[src/rtl/warp_sched_pkg.sv]
package warp_sched_pkg;
  localparam int CTRL_W   = 21;
  localparam int NUM_BARS = 6;
  localparam int STALL_W  = 4;
  localparam int BIDX_W   = 3;

  typedef struct packed {
    logic [3:0]          reuse;
    logic [NUM_BARS-1:0] wait_mask;
    logic [BIDX_W-1:0]   rd_bar;
    logic [BIDX_W-1:0]   wr_bar;
    logic                yield;
    logic [STALL_W-1:0]  stall;
  } ctrl_t;

  function automatic ctrl_t decode_ctrl(input logic [CTRL_W-1:0] raw);
    return ctrl_t'(raw);
  endfunction
endpackage

[src/rtl/warp_sched_decode.sv]
module warp_sched_decode
  import warp_sched_pkg::*;
#(
  parameter int NUM_WARPS = 12
) (
  input  logic [NUM_WARPS*CTRL_W-1:0] raw_i,
  output ctrl_t                       dec_o [NUM_WARPS]
);
  for (genvar w = 0; w < NUM_WARPS; w++) begin : g_dec
    assign dec_o[w] = decode_ctrl(raw_i[w*CTRL_W +: CTRL_W]);
  end
endmodule

[src/rtl/warp_sched_warp.sv]
module warp_sched_warp
  import warp_sched_pkg::*;
#(
  parameter int BCNT_W = 3
) (
  input  logic                clk_i,
  input  logic                rst_ni,
  input  logic                valid_i,
  input  ctrl_t               ctrl_i,
  input  logic                issue_i,
  input  logic                cmpl_i,
  input  logic [BIDX_W-1:0]   cmpl_bar_i,
  output logic                elig_o,
  output logic [NUM_BARS-1:0] pend_o
);
  localparam int CMAX = (1 << BCNT_W) - 1;

  logic [STALL_W-1:0] stall_q;

  always_ff @(posedge clk_i or negedge rst_ni) begin
    if (!rst_ni)              stall_q <= '0;
    else if (issue_i)         stall_q <= ctrl_i.stall;
    else if (stall_q != '0)   stall_q <= stall_q - 1'b1;
  end

  for (genvar b = 0; b < NUM_BARS; b++) begin : g_bar
    logic [BCNT_W-1:0] cnt_q;
    logic [1:0]        inc;
    logic              dec;

    assign inc = issue_i ? ({1'b0, ctrl_i.wr_bar == BIDX_W'(b)} +
                            {1'b0, ctrl_i.rd_bar == BIDX_W'(b)}) : 2'd0;
    assign dec = cmpl_i && (cmpl_bar_i == BIDX_W'(b)) && (cnt_q != '0);

    always_ff @(posedge clk_i or negedge rst_ni) begin
      if (!rst_ni) cnt_q <= '0;
      else         cnt_q <= cnt_q + BCNT_W'(inc) - BCNT_W'(dec);
    end

    assign pend_o[b] = (cnt_q != '0);

    assert_no_overflow_R6: assert property (@(posedge clk_i) disable iff (!rst_ni)
      (inc != 2'd0) |-> (int'(cnt_q) + int'(inc) <= CMAX));

    assert_bar_set_R4: assert property (@(posedge clk_i) disable iff (!rst_ni)
      (issue_i && ctrl_i.wr_bar == BIDX_W'(b) && !(cmpl_i && cmpl_bar_i == BIDX_W'(b)))
      |=> pend_o[b]);

    assert_clear_ignored_R11: assert property (@(posedge clk_i) disable iff (!rst_ni)
      (cmpl_i && cmpl_bar_i == BIDX_W'(b) && cnt_q == '0 && inc == 2'd0)
      |=> (cnt_q == '0));
  end

  assign elig_o = valid_i && (stall_q == '0) && ((ctrl_i.wait_mask & pend_o) == '0);

  assert_stall_hold_R3: assert property (@(posedge clk_i) disable iff (!rst_ni)
    (issue_i && ctrl_i.stall != '0) |=> !elig_o);

  assert_wait_block_R5: assert property (@(posedge clk_i) disable iff (!rst_ni)
    (issue_i && ctrl_i.wr_bar < BIDX_W'(NUM_BARS) && !cmpl_i && valid_i &&
     ctrl_i.wait_mask[ctrl_i.wr_bar[2:0]]) |=> (!elig_o || !$stable(ctrl_i)));
endmodule

[src/rtl/warp_sched_rr.sv]
module warp_sched_rr #(
  parameter int NUM_WARPS = 12,
  localparam int WID_W = $clog2(NUM_WARPS)
) (
  input  logic                 clk_i,
  input  logic                 rst_ni,
  input  logic [NUM_WARPS-1:0] req_i,
  input  logic                 yield_i,
  output logic                 gnt_valid_o,
  output logic [WID_W-1:0]     gnt_idx_o
);
  logic [WID_W-1:0] ptr_q;

  always_comb begin
    gnt_valid_o = 1'b0;
    gnt_idx_o   = '0;
    for (int k = NUM_WARPS - 1; k >= 0; k--) begin
      int j;
      j = int'(ptr_q) + k;
      if (j >= NUM_WARPS) j = j - NUM_WARPS;
      if (req_i[j]) begin
        gnt_valid_o = 1'b1;
        gnt_idx_o   = WID_W'(j);
      end
    end
  end

  always_ff @(posedge clk_i or negedge rst_ni) begin
    if (!rst_ni) ptr_q <= '0;
    else if (gnt_valid_o) begin
      if (!yield_i)                                  ptr_q <= gnt_idx_o;
      else if (gnt_idx_o == WID_W'(NUM_WARPS - 1))   ptr_q <= '0;
      else                                           ptr_q <= gnt_idx_o + 1'b1;
    end
  end

  assert_grant_req_R8: assert property (@(posedge clk_i) disable iff (!rst_ni)
    gnt_valid_o |-> req_i[gnt_idx_o]);

  assert_grant_any_R8: assert property (@(posedge clk_i) disable iff (!rst_ni)
    (req_i != '0) |-> gnt_valid_o);
endmodule

[src/rtl/warp_issue_sched.sv]
module warp_issue_sched
  import warp_sched_pkg::*;
#(
  parameter int NUM_WARPS = 12,
  parameter int BCNT_W    = 3
) (
  input  logic                          clk_i,
  input  logic                          rst_ni,
  input  logic [NUM_WARPS-1:0]          inst_valid_i,
  input  logic [NUM_WARPS*21-1:0]       ctrl_i,
  input  logic                          cmpl_valid_i,
  input  logic [$clog2(NUM_WARPS)-1:0]  cmpl_warp_i,
  input  logic [2:0]                    cmpl_bar_i,
  output logic [NUM_WARPS-1:0]          eligible_o,
  output logic                          issue_valid_o,
  output logic [$clog2(NUM_WARPS)-1:0]  issue_warp_o
);
  localparam int WID_W = $clog2(NUM_WARPS);

  ctrl_t                dec [NUM_WARPS];
  logic [NUM_WARPS-1:0] iss_vec;
  logic [NUM_BARS-1:0]  pend [NUM_WARPS];
  logic                 iss_yield;

  warp_sched_decode #(.NUM_WARPS(NUM_WARPS)) u_dec (
    .raw_i (ctrl_i),
    .dec_o (dec)
  );

  for (genvar w = 0; w < NUM_WARPS; w++) begin : g_warp
    assign iss_vec[w] = issue_valid_o && (issue_warp_o == WID_W'(w));

    warp_sched_warp #(.BCNT_W(BCNT_W)) u_warp (
      .clk_i      (clk_i),
      .rst_ni     (rst_ni),
      .valid_i    (inst_valid_i[w]),
      .ctrl_i     (dec[w]),
      .issue_i    (iss_vec[w]),
      .cmpl_i     (cmpl_valid_i && (cmpl_warp_i == WID_W'(w))),
      .cmpl_bar_i (cmpl_bar_i),
      .elig_o     (eligible_o[w]),
      .pend_o     (pend[w])
    );
  end

  assign iss_yield = dec[issue_warp_o].yield;

  warp_sched_rr #(.NUM_WARPS(NUM_WARPS)) u_rr (
    .clk_i       (clk_i),
    .rst_ni      (rst_ni),
    .req_i       (eligible_o),
    .yield_i     (iss_yield),
    .gnt_valid_o (issue_valid_o),
    .gnt_idx_o   (issue_warp_o)
  );

  assert_one_issue_R8: assert property (@(posedge clk_i) disable iff (!rst_ni)
    $onehot0(iss_vec));

  assert_greedy_R9: assert property (@(posedge clk_i) disable iff (!rst_ni)
    (issue_valid_o && !iss_yield) |=>
      (eligible_o[$past(issue_warp_o)] |-> issue_warp_o == $past(issue_warp_o)));

  assert_yield_R10: assert property (@(posedge clk_i) disable iff (!rst_ni)
    (issue_valid_o && iss_yield) |=>
      (($countones(eligible_o) > 1) |-> issue_warp_o != $past(issue_warp_o)));
endmodule

[config.mk]
export PLATFORM = sky130hd
export DESIGN_NAME = warp_issue_sched
export DESIGN_NICKNAME = d
export VERILOG_FILES = /design/src/rtl/warp_sched_pkg.sv /design/src/rtl/warp_sched_decode.sv /design/src/rtl/warp_sched_warp.sv /design/src/rtl/warp_sched_rr.sv /design/src/rtl/warp_issue_sched.sv
export SDC_FILE = /design/constraint.sdc
export NUM_CORES = 1
export LEC_CHECK = 0
export BUFFER_PORTS_ARGS = -buffer_cell sky130_fd_sc_hd__buf_4
export CORE_ASPECT_RATIO = 1.75
export CORE_MARGIN = 3
export CORE_UTILIZATION = 40
export CTS_CLUSTER_DIAMETER = 120
export DETAILED_ROUTE_END_ITERATION = 12
export HOLD_SLACK_MARGIN = 0.08
export PLACE_DENSITY = 0.58
export SLEW_MARGIN = 20
export SYNTH_ARGS = -nofsm -noshare
export SYNTH_HDL_FRONTEND = slang
export SYNTH_SLANG_ARGS = --single-unit
[constraint.sdc]
create_clock -name clk_i -period 9.6 [get_ports clk_i]
set_clock_uncertainty 0.1 [all_clocks]
set_input_delay 1.44 -clock clk_i [delete_from_list [all_inputs] [get_ports clk_i]]
set_output_delay 1.44 -clock clk_i [all_outputs]
set_load 0.03 [all_outputs]
# Word level (Yosys, flattened, before mapping)
# Cells that the tools add are included.
# W data, S select, Z words.
word_totals:
  regBits: 268
  output_inout_bits: 17
classes:
  add_sub_neg: 252
  eq_ne: 147
  reduce_logical: 339
  n_lt_le_gt_ge: 25
  bitwise_logic: 13
  muxes: 173
ops:
  columns: ["op", "count"]
  rows:
  - ["$lt A32 B6 Y1 const B", 12]
  - ["$mux W32", 12]
  - ["$ge A32 B5 Y1 const B", 11]
  - ["$sub A32 B5 Y32 const B", 11]
  - ["$add A3 B2 Y3", 72]
  - ["$reduce_bool A3 Y1", 72]
  - ["$sub A3 B1 Y3", 72]
  - ["$logic_and A1 B1 Y1", 192]
  - ["$mux W4", 38]
  - ["$eq A3 B2 Y1 const B", 50]
  - ["$eq A3 B3 Y1 const B", 50]
  - ["$add A1 B1 Y2", 72]
  - ["$mux W2", 72]
  - ["$bmux W21 S4", 1]
  - ["$eq A3 B1 Y1 const B", 25]
  - ["$logic_not A3 Y1", 25]
  - ["$and A6 B6 Y6", 12]
  - ["$logic_not A6 Y1", 12]
  - ["$logic_not A4 Y1", 14]
  - ["$bmux W1 S4", 12]
  - ["$reduce_bool A4 Y1", 12]
  - ["$sub A4 B1 Y4 const B", 12]
  - ["$mux W1", 36]
  - ["$eq A4 B3 Y1 const B", 8]
  - ["14 further kinds", 44]

# Logic depth before layout (Yosys ltp)
# Gate-level depths: netlist of run 1.
logic_depth:
  ltp_word: 24
  mapped_depth: 29
  ltp_nobuf: 26

# By module
# A second synthesis of run 1 with hierarchy kept.
hier_totals:
  cells_unflattened: 2464
  area_unflattened_um2: 23745.3
by_module_without_submodules:
  columns: ["mod", "n_inst", "area_per_inst_um2", "cells_per_inst"]
  rows:
  - ["warp_sched_warp (g_warp[10].u_warp ...)", 4, 1587.8, 153]
  - ["warp_sched_warp (g_warp[5].u_warp ...)", 4, 1585.3, 153]
  - ["warp_sched_warp (g_warp[11].u_warp ...)", 2, 1592.8, 155]
  - ["warp_sched_rr", 1, 2507.4, 327]
  - ["warp_sched_decode", 1, 1891.8, 252]
  - ["warp_sched_warp (g_warp[9].u_warp)", 1, 1592.8, 154]
  - ["warp_sched_warp (g_warp[0].u_warp)", 1, 1586.5, 153]
  - ["warp_issue_sched", 1, 289.0, 44]

# Least setup slack after synthesis of run 1
# Ideal clock, no wire load.
synth_timing:
  path_type: "input-to-reg"
  startpoint: "input inst_valid_i[9]"
  endpoint: "register g_warp[11].u_warp.g_bar[5].cnt_q[2]"
  path_buffers: 1
  setup_slack_ns: 3.427
  required_ns: 9.377
  arrival_ns: 5.950
  cell_stages: 17
  path_cell_list: "nor4bb_1 o2111ai_1 or2_2 mux4_2 nor3_4 nor2_2 a2111o_1 o21ai_4 ha_1 nand2_1 nor2_1 buf_2 nand2_1 ha_1 fa_1 xor2_1 xnor2_1"
synth_via:
  elab_chain_len: 22
synth_lines:
  columns: ["item", "line_no", "source"]
  rows:
  - ["from (decl)", "warp_issue_sched.sv:9", "input logic [NUM_WARPS-1:0] inst_valid_i,"]
  - ["$logic_and A1 B1 Y1 * (2 in series)", "warp_sched_warp.sv:54", "assign elig_o = valid_i && (stall_q == '0) && ((ctrl_i.wait_mask & pend_o) == '0);"]
  - ["$bmux W1 S4", "warp_sched_rr.sv:21", "if (req_i[j]) begin"]
  - ["$mux W1 (implied by the code) (2 in series)", "warp_sched_rr.sv:21", null]
  - ["$mux W4 (11 in series)", "warp_sched_rr.sv:21", null]
  - ["$mux W4 *", "warp_sched_rr.sv:21", null]
  - ["named net issue_warp_o[0]", "warp_issue_sched.sv:16", "output logic [$clog2(NUM_WARPS)-1:0] issue_warp_o"]
  - ["$eq A4 B4 Y1 *", "warp_issue_sched.sv:31", "assign iss_vec[w] = issue_valid_o && (issue_warp_o == WID_W'(w));"]
  - ["$logic_and A1 B1 Y1 *", "warp_issue_sched.sv:31", null]
  - ["$mux W2 *", "warp_sched_warp.sv:31", "assign inc = issue_i ? ({1'b0, ctrl_i.wr_bar == BIDX_W'(b)} +"]
  - ["$add A3 B2 Y3 *", "warp_sched_warp.sv:37", "else cnt_q <= cnt_q + BCNT_W'(inc) - BCNT_W'(dec);"]
  - ["$sub A3 B1 Y3 *", "warp_sched_warp.sv:37", null]
  - ["to (signal assigned)", "warp_sched_warp.sv:37", null]
  - ["to (decl)", "warp_sched_warp.sv:27", "logic [BCNT_W-1:0] cnt_q;"]
# The timed path passes the listed nets; every way through them passes the cells marked *. The select of a mux whose other input is x is not followed.
# A chain may end at the register's enable or synchronous reset.

# Worst setup path in the final report of run 1
layout_timing:
  startpoint: "register u_rr.ptr_q[2]"
  endpoint: "register g_warp[7].u_warp.g_bar[3].cnt_q[2]"
layout_via:
  elab_chain_len: 23
layout_lines:
  columns: ["item", "line_no", "source"]
  rows:
  - ["from (decl)", "warp_sched_rr.sv:12", "logic [WID_W-1:0] ptr_q;"]
  - ["from (signal assigned)", "warp_sched_rr.sv:31", "if (!yield_i) ptr_q <= gnt_idx_o;"]
  - ["from (signal assigned)", "warp_sched_rr.sv:33", "else ptr_q <= gnt_idx_o + 1'b1;"]
  - ["$add A4 B4 Y5", "warp_sched_rr.sv:19", "j = int'(ptr_q) + k;"]
  - ["$sub A32 B5 Y32 / $ge A32 B5 Y1 (equally long branches)", "warp_sched_rr.sv:20", "if (j >= NUM_WARPS) j = j - NUM_WARPS;"]
  - ["$mux W32", "warp_sched_rr.sv:20", null]
  - ["$bmux W1 S4", "warp_sched_rr.sv:21", null]
  - ["$mux W1 (implied by the code) (2 in series)", "warp_sched_rr.sv:21", null]
  - ["$mux W4 (12 in series)", "warp_sched_rr.sv:21", null]
  - ["$eq A4 B3 Y1", "warp_issue_sched.sv:31", null]
  - ["$logic_and A1 B1 Y1 *", "warp_issue_sched.sv:31", null]
  - ["$mux W2 *", "warp_sched_warp.sv:31", null]
  - ["$add A3 B2 Y3 *", "warp_sched_warp.sv:37", null]
  - ["$sub A3 B1 Y3 *", "warp_sched_warp.sv:37", null]
  - ["to (signal assigned)", "warp_sched_warp.sv:37", null]
  - ["to (decl)", "warp_sched_warp.sv:27", null]
# Every way passes the cells marked *; elsewhere a longest branch is shown, timed or not. The select of a mux whose other input is x is not followed.

==> Implementation_results.wiki, run 1 <==
{| class="wikitable"
! Metric !! Value
|-
| TritonCTS Buffers || 30
|-
| DR vias/cell || 5.27
|-
| TritonCTS clock tree || built
|-
| Core Footprint || 56400 um^2
|-
| Number of buffers on the longest clock path || 3
|-
| Area taken by flip-flops and latches || 6710 um^2
|-
| Quantity of I/O buffers inserted on ports || 242
|-
| Highest attainable clock frequency || 0.128 GHz
|-
| Share of post-route cells with drive strength above 1 || 14.2%
|-
| Root Buffer Master || sky130_fd_sc_hd__clkbuf_16
|-
| Area of the die || 60100 um^2
|-
| Post-CTS Resized || 0
|-
| Synthesized flop and latch total || 268
|-
| Synthesized Nets || 3121
|-
| Async SR Flop Fraction || 100%
|-
| Vertical die dimension || 322 um
|-
| Largest voltage drop on the vdd net || 0.234 mV
|-
| Final Wtd Congestion || 0.923
|-
| Max_cap viols || 0
|-
| CP max FO || 16
|-
| Worst slack, placed || 1.58 ns
|-
| Prevailing post-synth register cell || sky130_fd_sc_hd__dfrtp_1
|-
| Layout Cell Area excl Fill || 26700 um^2
|-
| Skew-Pair Late Insertion Delay || 0.58 ns
|-
| DR DRC count || 0
|-
| Worst setup margin || 1.80 ns
|-
| Number of unique standard cell types used by synthesis || 83
|-
| Final Max Tran Viols || 0
|-
| Die boundary width || 187 um
|-
| Average detailed-routed wire length per instance || 19.2 um
|-
| Num ports || 291
|-
| Post-CTS setup buffer count || 0
|-
| Area after DPL || 25500 um^2
|-
| H-tree lvl count || 1
|-
| Fraction of the cycle the final worst path needs || 81.2%
|-
| GRT Total Usage || 22.2%
|-
| Area growth syn-to-layout || 16.9%
|-
| Antenna Nets Post-Route || 0
|-
| Final #Nets || 3366
|-
| First-pass GRT wire length || 106000 um
|-
| Number of DRC markers in iteration 0 || 838
|-
| Leakage || 0.0129 uW
|-
| Vias in the first global route || 19800
|-
| Pin count of the biggest net entering global routing || 87
|-
| Final period demand of the worst path || 7.80 ns
|-
| Power per standard cell area || 319 nW/um^2
|-
| Critical path type || flip-flop to flip-flop
|-
| Via Count || 18300
|-
| Number of hold buffers added after cts || 0
|-
| Type of destination of the critical path || flip-flop
|-
| Category of the worst setup path launch point || flip-flop
|-
| Initial standard-cell utilization of the core || 40.5%
|-
| Mean Syn Cell Area || 9.36 um^2
|-
| Initial antenna violation count || 1
|-
| Share of the yosys chip area belonging to registers || 29.4%
|-
| Row Count || 115
|-
| Unrepaired setup endpoints after global routing || false
|-
| Critical path required time || 9.96 ns
|-
| Tightest Hold Check Type || flip-flop to flip-flop
|-
| Number of setup violations in the final report || 0
|-
| Clock-pin slew on the worst setup and hold paths || 0.06 ns
|-
| Global route total overflow || 0
|-
| Post-synth EDFFs || 0
|-
| Number of detailed-route iterations in the first pass || 5
|-
| Number of warnings printed during yosys synthesis || 0
|-
| Area occupied by multi-input gates || 14300 um^2
|-
| Total number of clock tree sinks || 268
|-
| Final-layout fill cell count || 5474
|-
| Total wire length || 66600 um
|-
| Slew at the pin with the worst max-slew slack || 1.11 ns
|-
| Data arrival time at the worst-slack endpoint || 8.16 ns
|-
| Setup total negative slack || 0 ns
|-
| Share of the core filled with cells in the final layout || 47.3%
|-
| Result of the run || finished, final reports clean
|-
| Worst slew margin relative to its limit || 25.0%
|-
| Final Hold Violating Endpoints || 0
|-
| Post-Syn Instances || 2439
|-
| Dpl hpwl || 53700 um
|-
| Total power || 8520 uW
|-
| Combined area of all synthesized cells || 22800 um^2
|}
## path summary, 6_finish.rpt
| kind | slack [ns] | cells after the start | endpoint | from |
|---|---|---|---|---|
| max | 1.80 | 22 | g_warp[7].u_warp.g_bar[3].cnt_q[2] | u_rr.ptr_q[2] |
| min in group asynchronous | 0.79 | 1 | g_warp[7].u_warp.g_bar[4].cnt_q[1] | rst_ni |
| max in group asynchronous | 7.14 | 2 | g_warp[11].u_warp.g_bar[4].cnt_q[2] | rst_ni |
| min reg2reg | 0.38 | 1 | g_warp[9].u_warp.g_bar[0].cnt_q[2] | g_warp[9].u_warp.g_bar[0].cnt_q[2] |
| max reg2reg | 1.80 | 22 | g_warp[7].u_warp.g_bar[3].cnt_q[2] | u_rr.ptr_q[2] |
| min | 0.38 | 1 | g_warp[9].u_warp.g_bar[0].cnt_q[2] | g_warp[9].u_warp.g_bar[0].cnt_q[2] |
## critical path, stage by stage, from the launching register on
cell and delay, ns:
sky130_fd_sc_hd__dfrtp_1 0.75, sky130_fd_sc_hd__clkinv_1 0.61, sky130_fd_sc_hd__ha_1 0.43, sky130_fd_sc_hd__a21oi_1 0.19, sky130_fd_sc_hd__xnor2_1 0.11, sky130_fd_sc_hd__ha_1 0.24, sky130_fd_sc_hd__or4b_1 0.51, sky130_fd_sc_hd__o21ai_0 0.11
sky130_fd_sc_hd__xnor2_1 0.28, sky130_fd_sc_hd__nor2_1 0.12, sky130_fd_sc_hd__a222oi_1 0.57, sky130_fd_sc_hd__nor3b_1 0.44, sky130_fd_sc_hd__a22oi_1 0.14, sky130_fd_sc_hd__a41o_1 0.29, sky130_fd_sc_hd__o21ai_4 0.18, sky130_fd_sc_hd__ha_1 0.46
sky130_fd_sc_hd__inv_1 0.15, sky130_fd_sc_hd__nor2_1 0.77, sky130_fd_sc_hd__nand2_1 0.15, sky130_fd_sc_hd__ha_1 0.33, sky130_fd_sc_hd__fa_1 0.45, sky130_fd_sc_hd__xor2_1 0.16, sky130_fd_sc_hd__xnor2_1 0.12
## flip-flops by register name, indices dropped and copies added (netlist names)
register and count:
g_warp.u_warp.g_bar.cnt_q 216, g_warp.u_warp.stall_q 48, u_rr.ptr_q 4
## cells by family (layout without fill, tap and decap cells)
logic type | Yosys count | after routing | share of synthesized area (%)
AOI/OAI and AO/OA | 249 | 249 | 7.83
DFF | 268 | 268 | 29.4
xor gates and xnor gates | 189 | 189 | 7.25
muxes | 59 | 59 | 3.13
adders and majority gates | 408 | 408 | 24.7
other | 0 | 1 | 0
buffers and inverters | 466 | 735 | 7.99
and+or+nand+nor | 800 | 800 | 19.7
## where the power goes
part / leakage (uW) / internal (uW) / switching, uW / total [uW]
clock network: 0.000566 / 861 / 519 / 1380
registers: 0.00294 / 1720 / 454 / 2170
logic: 0.00937 / 2070 / 2900 / 4970
## layout make-up
class                      count  share of cell area, %
antenna                        1                0.00937
clock buffer                  38                   3.15
clock inverter                18                   1.22
inverter                     415                   5.85
multi-input combinational   1705                   53.6
sequential                   268                   25.1
tap                          760                   3.56
timing repair buffer         264                   7.45
## cells in the mapped netlist (all sizes together) (5+ instances only)
master	n	share of area (%)
or3	19	0.52
a211oi	6	0.20
and4	5	0.19
o2111ai	5	0.19
mux4	7	0.69
nor4	13	0.36
dfrtp	268	29
and3b	48	1.8
a21oi	29	0.64
o21ai	46	1.1
and3	13	0.36
xnor2	152	5.8
nor4bb	12	0.53
nor3	220	5.0
nor3b	87	2.9
clkbuf	18	0.30
and2	72	2.0
a21o	23	0.76
nand4	31	0.85
o31a	5	0.19
or2	5	0.15
nand2	161	2.6
o211ai	6	0.20
nor2b	8	0.22
nor2	62	1.1
ha	336	18
inv	413	6.8
buf	33	0.85
o31ai	76	2.5
nand3b	6	0.20
xor2	37	1.4
nand3	28	0.61
mux2	29	1.4
o221ai	6	0.26
fa	72	6.3
mux2i	23	1.0
## layer usage
layer / vias to the layer above / global-route usage [%] / wire, um
met4: 0 / 10.7 / 3550
met5: - / 0 / 0
met3: 128 / 3.31 / 2900
li1: 8810 / - / -
met2: 403 / 42.5 / 35500
met1: 8928 / 23.7 / 24700
## placed cells by master (no fill, tap or decap), types with 7 or more instances in the layout
cell,synthesis,final
sky130_fd_sc_hd__mux4_2,7,7
sky130_fd_sc_hd__a21oi_1,29,29
sky130_fd_sc_hd__clkbuf_16,0,31
sky130_fd_sc_hd__nor2_1,56,56
sky130_fd_sc_hd__xnor2_1,152,152
sky130_fd_sc_hd__nor4_1,13,12
sky130_fd_sc_hd__and3_1,13,13
sky130_fd_sc_hd__a21o_1,22,22
sky130_fd_sc_hd__or3_1,19,19
sky130_fd_sc_hd__and2_1,71,71
sky130_fd_sc_hd__buf_4,12,263
sky130_fd_sc_hd__dfrtp_1,268,268
sky130_fd_sc_hd__nor3b_1,87,87
sky130_fd_sc_hd__nand2_1,161,161
sky130_fd_sc_hd__fa_1,72,72
sky130_fd_sc_hd__o31ai_1,76,76
sky130_fd_sc_hd__xor2_1,37,37
sky130_fd_sc_hd__and3b_1,48,48
sky130_fd_sc_hd__mux2i_1,23,23
sky130_fd_sc_hd__bufinv_16,0,9
sky130_fd_sc_hd__nor3_1,215,215
sky130_fd_sc_hd__o21ai_0,40,40
sky130_fd_sc_hd__nand4_1,31,31
sky130_fd_sc_hd__nor2b_1,8,8
sky130_fd_sc_hd__nand3_1,28,28
sky130_fd_sc_hd__ha_1,336,336
sky130_fd_sc_hd__inv_1,411,411
sky130_fd_sc_hd__nor4bb_1,12,12
sky130_fd_sc_hd__mux2_2,29,29
## metrics by stage
stage	instances	hold WS (ns)
after floorplan	2439	0.348
after global placement	3412	0.361
after detailed placement	3412	0.368
after CTS	3468	0.380
after global routing	3469	0.413
final	3469	0.384
No activity file was read; power rests on OpenSTA's default activity.
==> inputs of run 2 (changes only) <==
- clock period: 9.6 -> 7.2 ns (I/O delays scaled with it)
==> run 2 against run 1 <==
Net effect:
- flip-flop and latch count did not move
- wire length rose by 0.83%
- sequential share of layout area fell by 0.29 points
- critical path depth fell by 7
- total power rose by 37%
- clock-buffer cell count rose by 6
- cell area rose by 1.2%
- largest cell class unchanged
- largest power group unchanged
- highest routed layer unchanged
==> Implementation_results.wiki, run 2 (synthesis results as in run 1) <==
{| class="wikitable"
! Metric !! Value
|-
| Setup total negative slack || 0 ns (unchanged)
|-
| Slew at the pin with the worst max-slew slack || 0.940 ns (was 1.11 ns)
|-
| Global route total overflow || 0 (unchanged)
|-
| R2r worst-path depth || 23 (was 22)
|-
| Data arrival time at the worst-slack endpoint || 5.69 ns (was 8.16 ns)
|-
| Number of buffers on the longest clock path || 3 (unchanged)
|-
| Antenna Nets Post-Route || 0 (unchanged)
|-
| Tightest Hold Check Type || primary input to async pin (was flip-flop to flip-flop)
|-
| Total wire length || 67100 um (was 66600 um)
|-
| Worst slew margin relative to its limit || 36.8% (was 25.0%)
|-
| CP max FO || 11 (was 16)
|-
| Via Count || 18400 (was 18300)
|-
| Critical path type || flip-flop to primary output (was flip-flop to flip-flop)
|-
| Area growth syn-to-layout || 18.3% (was 16.9%)
|-
| Number of setup violations in the final report || 0 (unchanged)
|-
| Dpl hpwl || 53700 um (about the same)
|-
| Average detailed-routed wire length per instance || 19.2 um (about the same)
|-
| Final Hold Violating Endpoints || 0 (unchanged)
|-
| GRT Total Usage || 22.3% (was 22.2%)
|-
| Area taken by flip-flops and latches || 6710 um^2 (unchanged)
|-
| TritonCTS Buffers || 34 (was 30)
|-
| Setup slack on the worst flop-to-flop path || 0.40 ns (was 1.80 ns)
|-
| Top Registers || g_warp.u_warp.g_bar.cnt_q x216, g_warp.u_warp.stall_q x48, u_rr.ptr_q x4 (unchanged)
|-
| Commonest cells after routing, fill and taps aside || 411 x sky130_fd_sc_hd__inv_1, 336 x sky130_fd_sc_hd__ha_1, 289 x sky130_fd_sc_hd__buf_4 (was 411 x sky130_fd_sc_hd__inv_1, 336 x sky130_fd_sc_hd__ha_1, 268 x sky130_fd_sc_hd__dfrtp_1)
|-
| Num ports || 291 (unchanged)
|-
| Worst slack, placed || 0.473 ns (was 1.58 ns)
|-
| Core Footprint || 56400 um^2 (unchanged)
|-
| Initial standard-cell utilization of the core || 40.5% (unchanged)
|-
| Critical Path Slowest Stage Cell || sky130_fd_sc_hd__or4_1 (was sky130_fd_sc_hd__nor2_1)
|-
| Total power || 11700 uW (was 8520 uW)
|-
| Initial antenna violation count || 1 (unchanged)
|-
| Fraction of the cycle the final worst path needs || 95.4%
|-
| Unrepaired setup endpoints after global routing || false (unchanged)
|-
| Clock-pin slew on the worst setup and hold paths || 0.06 ns (about the same)
|-
| Largest voltage drop on the vdd net || 0.282 mV (was 0.234 mV)
|-
| Vias in the first global route || 19700 (was 19800)
|-
| Commonest non-fill, non-tap cell in the layout || sky130_fd_sc_hd__inv_1 (unchanged)
|-
| Worst setup margin || 0.334 ns (was 1.80 ns)
|-
| Pin count of the biggest net entering global routing || 143 (was 87)
|-
| Total number of clock tree sinks || 268 (unchanged)
|-
| Largest register FFs || 216 (unchanged)
|-
| DR vias/cell || 5.25 (was 5.27)
|-
| TritonCTS clock tree || built (unchanged)
|-
| Area occupied by multi-input gates || 14300 um^2 (about the same)
|-
| R2r startpoint || u_rr.ptr_q[1] (was u_rr.ptr_q[2])
|-
| Skew-Pair Late Insertion Delay || 0.54 ns (was 0.58 ns)
|-
| Final #Nets || 3398 (was 3366)
|-
| Final Wtd Congestion || 0.909 (was 0.923)
|-
| Cell chain of the critical path || clkinv_1, ha_1, xor2_1, inv_1, ha_1, nor3_1, a21oi_1, xnor2_1, nand2b_1, o22ai_1, nor3b_1, nand4_1, or4_1, buf_4, buf_4 (was clkinv_1, ha_1, a21oi_1, xnor2_1, ha_1, or4b_1, o21ai_0, xnor2_1, nor2_1, a222oi_1, nor3b_1, a22oi_1, a41o_1, o21ai_4, ha_1, inv_1, nor2_1, nand2_1, ha_1, fa_1, xor2_1, xnor2_1)
|-
| Min Hold Slack || 0.378 ns (was 0.384 ns)
|-
| Number of detailed-route iterations in the first pass || 5 (unchanged)
|-
| Area after DPL || 25700 um^2 (was 25500 um^2)
|-
| Final-layout fill cell count || 5450 (was 5474)
|-
| Die boundary width || 187 um (unchanged)
|-
| H-tree lvl count || 2 (was 1)
|-
| First-pass GRT wire length || 106000 um (about the same)
|-
| Category of the worst setup path launch point || flip-flop (unchanged)
|-
| Power per standard cell area || 432 nW/um^2 (was 319 nW/um^2)
|-
| Layout Cell Area excl Fill || 27000 um^2 (was 26700 um^2)
|-
| Type of destination of the critical path || primary output (was flip-flop)
|-
| Register containing the most flip-flops in the final layout || g_warp.u_warp.g_bar.cnt_q (unchanged)
|-
| Max stage delay on crit path || 0.64 ns (was 0.77 ns)
|-
| Leakage || 0.0131 uW (was 0.0129 uW)
|-
| Result of the run || finished, final reports clean (unchanged)
|-
| Number of DRC markers in iteration 0 || 834 (was 838)
|-
| Critical register-to-register path endpoint || g_warp[2].u_warp.g_bar[4].cnt_q[2] (was g_warp[7].u_warp.g_bar[3].cnt_q[2])
|-
| Quantity of I/O buffers inserted on ports || 242 (unchanged)
|-
| Share of post-route cells with drive strength above 1 || 15.1% (was 14.2%)
|-
| Critical path required time || 6.02 ns (was 9.96 ns)
|-
| Highest attainable clock frequency || 0.146 GHz
|-
| Vertical die dimension || 322 um (unchanged)
|-
| Row Count || 115 (unchanged)
|-
| Root Buffer Master || sky130_fd_sc_hd__clkbuf_16 (unchanged)
|-
| Area of the die || 60100 um^2 (unchanged)
|-
| DR DRC count || 0 (unchanged)
|-
| Max_cap viols || 0 (unchanged)
|-
| Final period demand of the worst path || 6.87 ns
|-
| Final Max Tran Viols || 0 (unchanged)
|}
==> run 2: cell count changes in the layout (fill, tap and decap cells not counted), moves of 2 or more <==
cell / before / now
sky130_fd_sc_hd__buf_12: 0 / 2
sky130_fd_sc_hd__buf_4: 263 / 289
sky130_fd_sc_hd__clkbuf_1: 3 / 5
sky130_fd_sc_hd__clkbuf_16: 31 / 35
==> run 2: through the flow <==
stage / instances / util, %
6_report: 3502 / 47.9
5_1_grt: 3502 / 47.9
4_1_cts: 3501 / 47.9
3_5_place_dp: 3440 / 45.7
3_3_place_gp: 3440 / 45.7
2_1_floorplan: 2439 / -
==> run 2: timing repair <==
item,in CTS,in global routing
resized for setup,0,1
setup endpoints to repair,0,2
hold endpoints to repair,0,0
setup buffers,0,0
hold buffers,0,0
==> run 2: worst max-delay path, delay by kind of cell, from the launching register on <==
kind / cells / cell delay [ns]
AND/OR/NAND/NOR: 5 / 1.65
XOR/XNOR: 2 / 0.84
AO/OA/AOI/OAI: 2 / 0.29
buffers and inverters: 4 / 1.04
adder cells (fa/ha/maj): 2 / 0.69
flip-flops: 1 / 0.62
==> run 2: area by class of cell <==
type	count	share of cell area, %
Clock inverter	17	1.12
Antenna cell	1	0.00927
Inverter	415	5.78
Multi-Input combinational cell	1705	53.0
Timing Repair Buffer	292	8.24
Clock buffer	44	3.52
Tap cell	760	3.52
Sequential cell	268	24.8
==> run 2: worst max path at each step <==
stage                             start                                   to  slack (ns)
after floorplan           u_rr.ptr_q[0]  g_warp[11].u_warp.g_bar[5].cnt_q[2]        1.15
after CTS                 u_rr.ptr_q[1]                        issue_valid_o        0.34
final                     u_rr.ptr_q[1]                        issue_valid_o        0.33
after detailed placement  u_rr.ptr_q[1]  g_warp[10].u_warp.g_bar[0].cnt_q[2]        0.47
after global routing      u_rr.ptr_q[1]   g_warp[2].u_warp.g_bar[4].cnt_q[2]        0.05
after global placement    u_rr.ptr_q[1]  g_warp[10].u_warp.g_bar[0].cnt_q[2]        0.51
==> run 2: report_power, final <==
part           total, uW  switching [uW]  leakage (uW)  internal (uW)
clock               1950             726      0.000608           1220
sequential          2890             596       0.00294           2290
combinational       6830            3890       0.00952           2940
==> run 2: per-layer routing <==
metal,GRT usage (%),up-vias,share of wire (%)
met5,0,-,0
met4,11.8,0,5.9
met3,3.56,148,4.3
met2,42.2,441,52
met1,23.7,8913,37
li1,-,8867,-
==> inputs of run 3 (changes only) <==
- CORE_MARGIN: 3 -> 1
- PLACE_DENSITY: 0.58 -> unset
- PLACE_DENSITY_LB_ADDON: unset -> 0.05
==> run 3 against run 2 <==
Net effect:
- wire length is 2.3% lower
- global-route usage is 0.69 points higher
- register-to-register slack better by 0.34 ns
- largest cell class unchanged
- clock-buffer cell count is 8 higher
==> Implementation_results.wiki, run 3 (synthesis results as in run 1) <==
{| class="wikitable"
! Metric !! Value
|-
| Total wire length || 65600 um (was 67100 um)
|-
| Commonest cells after routing, fill and taps aside || 411 x sky130_fd_sc_hd__inv_1, 336 x sky130_fd_sc_hd__ha_1, 292 x sky130_fd_sc_hd__buf_4 (was 411 x sky130_fd_sc_hd__inv_1, 336 x sky130_fd_sc_hd__ha_1, 289 x sky130_fd_sc_hd__buf_4)
|-
| H-tree lvl count || 1 (was 2)
|-
| Dpl hpwl || 52500 um (was 53700 um)
|-
| Category of the worst setup path launch point || flip-flop (unchanged)
|-
| Vias in the first global route || 19200 (was 19700)
|-
| Final Hold Violating Endpoints || 0 (unchanged)
|-
| R2r startpoint || u_rr.ptr_q[2] (was u_rr.ptr_q[1])
|-
| Largest voltage drop on the vdd net || 0.264 mV (was 0.282 mV)
|-
| Critical path required time || 6.02 ns (about the same)
|-
| R2r worst-path depth || 24 (was 23)
|-
| Critical register-to-register path endpoint || g_warp[5].u_warp.g_bar[4].cnt_q[2] (was g_warp[2].u_warp.g_bar[4].cnt_q[2])
|-
| GRT Total Usage || 23.0% (was 22.3%)
|-
| Quantity of I/O buffers inserted on ports || 242 (unchanged)
|-
| Clock-pin slew on the worst setup and hold paths || 0.06 ns (about the same)
|-
| Result of the run || finished, final reports clean (unchanged)
|-
| Commonest non-fill, non-tap cell in the layout || sky130_fd_sc_hd__inv_1 (unchanged)
|-
| Final Wtd Congestion || 0.923 (was 0.909)
|-
| Unrepaired setup endpoints after global routing || false (unchanged)
|-
| First-pass GRT wire length || 103000 um (was 106000 um)
|-
| Tightest Hold Check Type || primary input to async pin (unchanged)
|-
| Highest attainable clock frequency || 0.155 GHz (was 0.146 GHz)
|-
| Row Count || 115 (unchanged)
|-
| Area after DPL || 25800 um^2 (was 25700 um^2)
|-
| Average detailed-routed wire length per instance || 18.7 um (was 19.2 um)
|-
| Critical path type || flip-flop to primary output (unchanged)
|-
| Via Count || 18000 (was 18400)
|-
| Fraction of the cycle the final worst path needs || 89.7% (was 95.4%)
|-
| Type of destination of the critical path || primary output (unchanged)
|-
| Number of DRC markers in iteration 0 || 717 (was 834)
|-
| Number of hold buffers added after cts || 0 (unchanged)
|-
| Num ports || 291 (unchanged)
|-
| CP max FO || 9 (was 11)
|-
| Total number of clock tree sinks || 268 (unchanged)
|-
| Post-CTS Resized || 0 (unchanged)
|-
| Area occupied by multi-input gates || 14300 um^2 (about the same)
|-
| Antenna Nets Post-Route || 0 (unchanged)
|-
| Setup slack on the worst flop-to-flop path || 0.74 ns (was 0.40 ns)
|-
| TritonCTS clock tree || built (unchanged)
|-
| Final Max Tran Viols || 0 (unchanged)
|-
| Number of detailed-route iterations in the first pass || 6 (was 5)
|-
| Final period demand of the worst path || 6.46 ns (was 6.87 ns)
|-
| Min Hold Slack || 0.355 ns (was 0.378 ns)
|-
| Final #Nets || 3398 (unchanged)
|-
| Initial antenna violation count || 2 (was 1)
|-
| Area taken by flip-flops and latches || 6710 um^2 (unchanged)
|-
| Power per standard cell area || 422 nW/um^2 (was 432 nW/um^2)
|-
| DR vias/cell || 5.15 (was 5.25)
|-
| DR DRC count || 0 (unchanged)
|-
| Top Registers || g_warp.u_warp.g_bar.cnt_q x216, g_warp.u_warp.stall_q x48, u_rr.ptr_q x4 (unchanged)
|-
| Die boundary width || 183 um (was 187 um)
|-
| Final-layout fill cell count || 5462 (was 5450)
|-
| Data arrival time at the worst-slack endpoint || 5.28 ns (was 5.69 ns)
|-
| Max_cap viols || 0 (unchanged)
|-
| TritonCTS Buffers || 31 (was 34)
|-
| Initial standard-cell utilization of the core || 40.6% (was 40.5%)
|-
| Area of the die || 58100 um^2 (was 60100 um^2)
|-
| Setup total negative slack || 0 ns (unchanged)
|-
| Area growth syn-to-layout || 17.4% (was 18.3%)
|-
| Post-CTS setup buffer count || 0 (unchanged)
|-
| Vertical die dimension || 318 um (was 322 um)
|-
| Number of buffers on the longest clock path || 3 (unchanged)
|-
| Root Buffer Master || sky130_fd_sc_hd__clkbuf_16 (unchanged)
|-
| Core Footprint || 56300 um^2 (was 56400 um^2)
|-
| Worst slew margin relative to its limit || 24.4% (was 36.8%)
|-
| Pin count of the biggest net entering global routing || 122 (was 143)
|-
| Leakage || 0.0130 uW (was 0.0131 uW)
|-
| Layout Cell Area excl Fill || 26800 um^2 (was 27000 um^2)
|-
| Global route total overflow || 0 (unchanged)
|-
| Slew at the pin with the worst max-slew slack || 1.12 ns (was 0.940 ns)
|-
| Largest register FFs || 216 (unchanged)
|-
| Share of post-route cells with drive strength above 1 || 15.0% (was 15.1%)
|-
| Skew-Pair Late Insertion Delay || 0.60 ns (was 0.54 ns)
|-
| Number of setup violations in the final report || 0 (unchanged)
|-
| Total power || 11300 uW (was 11700 uW)
|-
| Register containing the most flip-flops in the final layout || g_warp.u_warp.g_bar.cnt_q (unchanged)
|}
-- run 3: cell types whose count changed in the layout (fill, tap and decap cells not counted), sizes merged --
cell	previous run	this run
clkbuf	44	52
bufinv	8	1
buf	292	295
clkinv	8	5
clkinvlp	2	0
inv	414	415
-- run 3: how the worst max path moves through the flow --
stage,startpoint,to,slack [ns],depth (start not counted)
floorplan,u_rr.ptr_q[0],g_warp[11].u_warp.g_bar[5].cnt_q[2],1.15,23
global placement,inst_valid_i[8],g_warp[5].u_warp.g_bar[4].cnt_q[2],0.35,20
detailed placement,inst_valid_i[8],g_warp[3].u_warp.g_bar[2].cnt_q[2],0.57,19
CTS,u_rr.ptr_q[2],issue_valid_o,0.71,15
global route,u_rr.ptr_q[2],g_warp[3].u_warp.g_bar[2].cnt_q[2],0.31,24
finish,u_rr.ptr_q[2],issue_valid_o,0.74,15
-- run 3: critical path, cell delays in order (launching register included) --
cell and delay, ns:
sky130_fd_sc_hd__dfrtp_1 0.63, sky130_fd_sc_hd__clkinv_1 0.21, sky130_fd_sc_hd__ha_1 0.25, sky130_fd_sc_hd__a21oi_1 0.20
sky130_fd_sc_hd__xnor2_1 0.11, sky130_fd_sc_hd__ha_1 0.21, sky130_fd_sc_hd__or4b_1 0.51, sky130_fd_sc_hd__o21ai_0 0.12
sky130_fd_sc_hd__xnor2_1 0.27, sky130_fd_sc_hd__nor2_1 0.12, sky130_fd_sc_hd__a222oi_1 0.51, sky130_fd_sc_hd__nor3b_1 0.39
sky130_fd_sc_hd__nand4_1 0.13, sky130_fd_sc_hd__or4_1 0.63, sky130_fd_sc_hd__buf_4 0.22, sky130_fd_sc_hd__buf_4 0.18
-- run 3: area by class of cell --
class	count	share of cell area (%)
multi-input combinational	1705	53.4
sequential	268	25.0
timing repair buffer	295	8.38
inverter	415	5.82
clock buffer	52	3.63
tap	760	3.55
clock inverter	6	0.233
antenna	1	0.00933
-- run 3: through the flow --
stage	setup WS, ns	utilization [%]	std cells
CTS	0.707	47.7	3501
global placement	0.354	45.8	3443
floorplan	1.15	-	2439
finish	0.738	47.7	3502
detailed placement	0.573	45.8	3443
global route	0.315	47.7	3502
-- run 3: layer usage --
layer  vias up  GRT usage, %  wire length [um]
li1       8860             -                 -
met1      8696          24.0             24600
met2       366          43.8             34800
met3       120          3.64              2870
met4         2          11.1              3310
met5         -             0                13
-- run 3: power by group --
part           switching [uW]  internal (uW)  total, uW
combinational            3880           2900       6780
sequential                604           2290       2900
clock                     682            951       1630
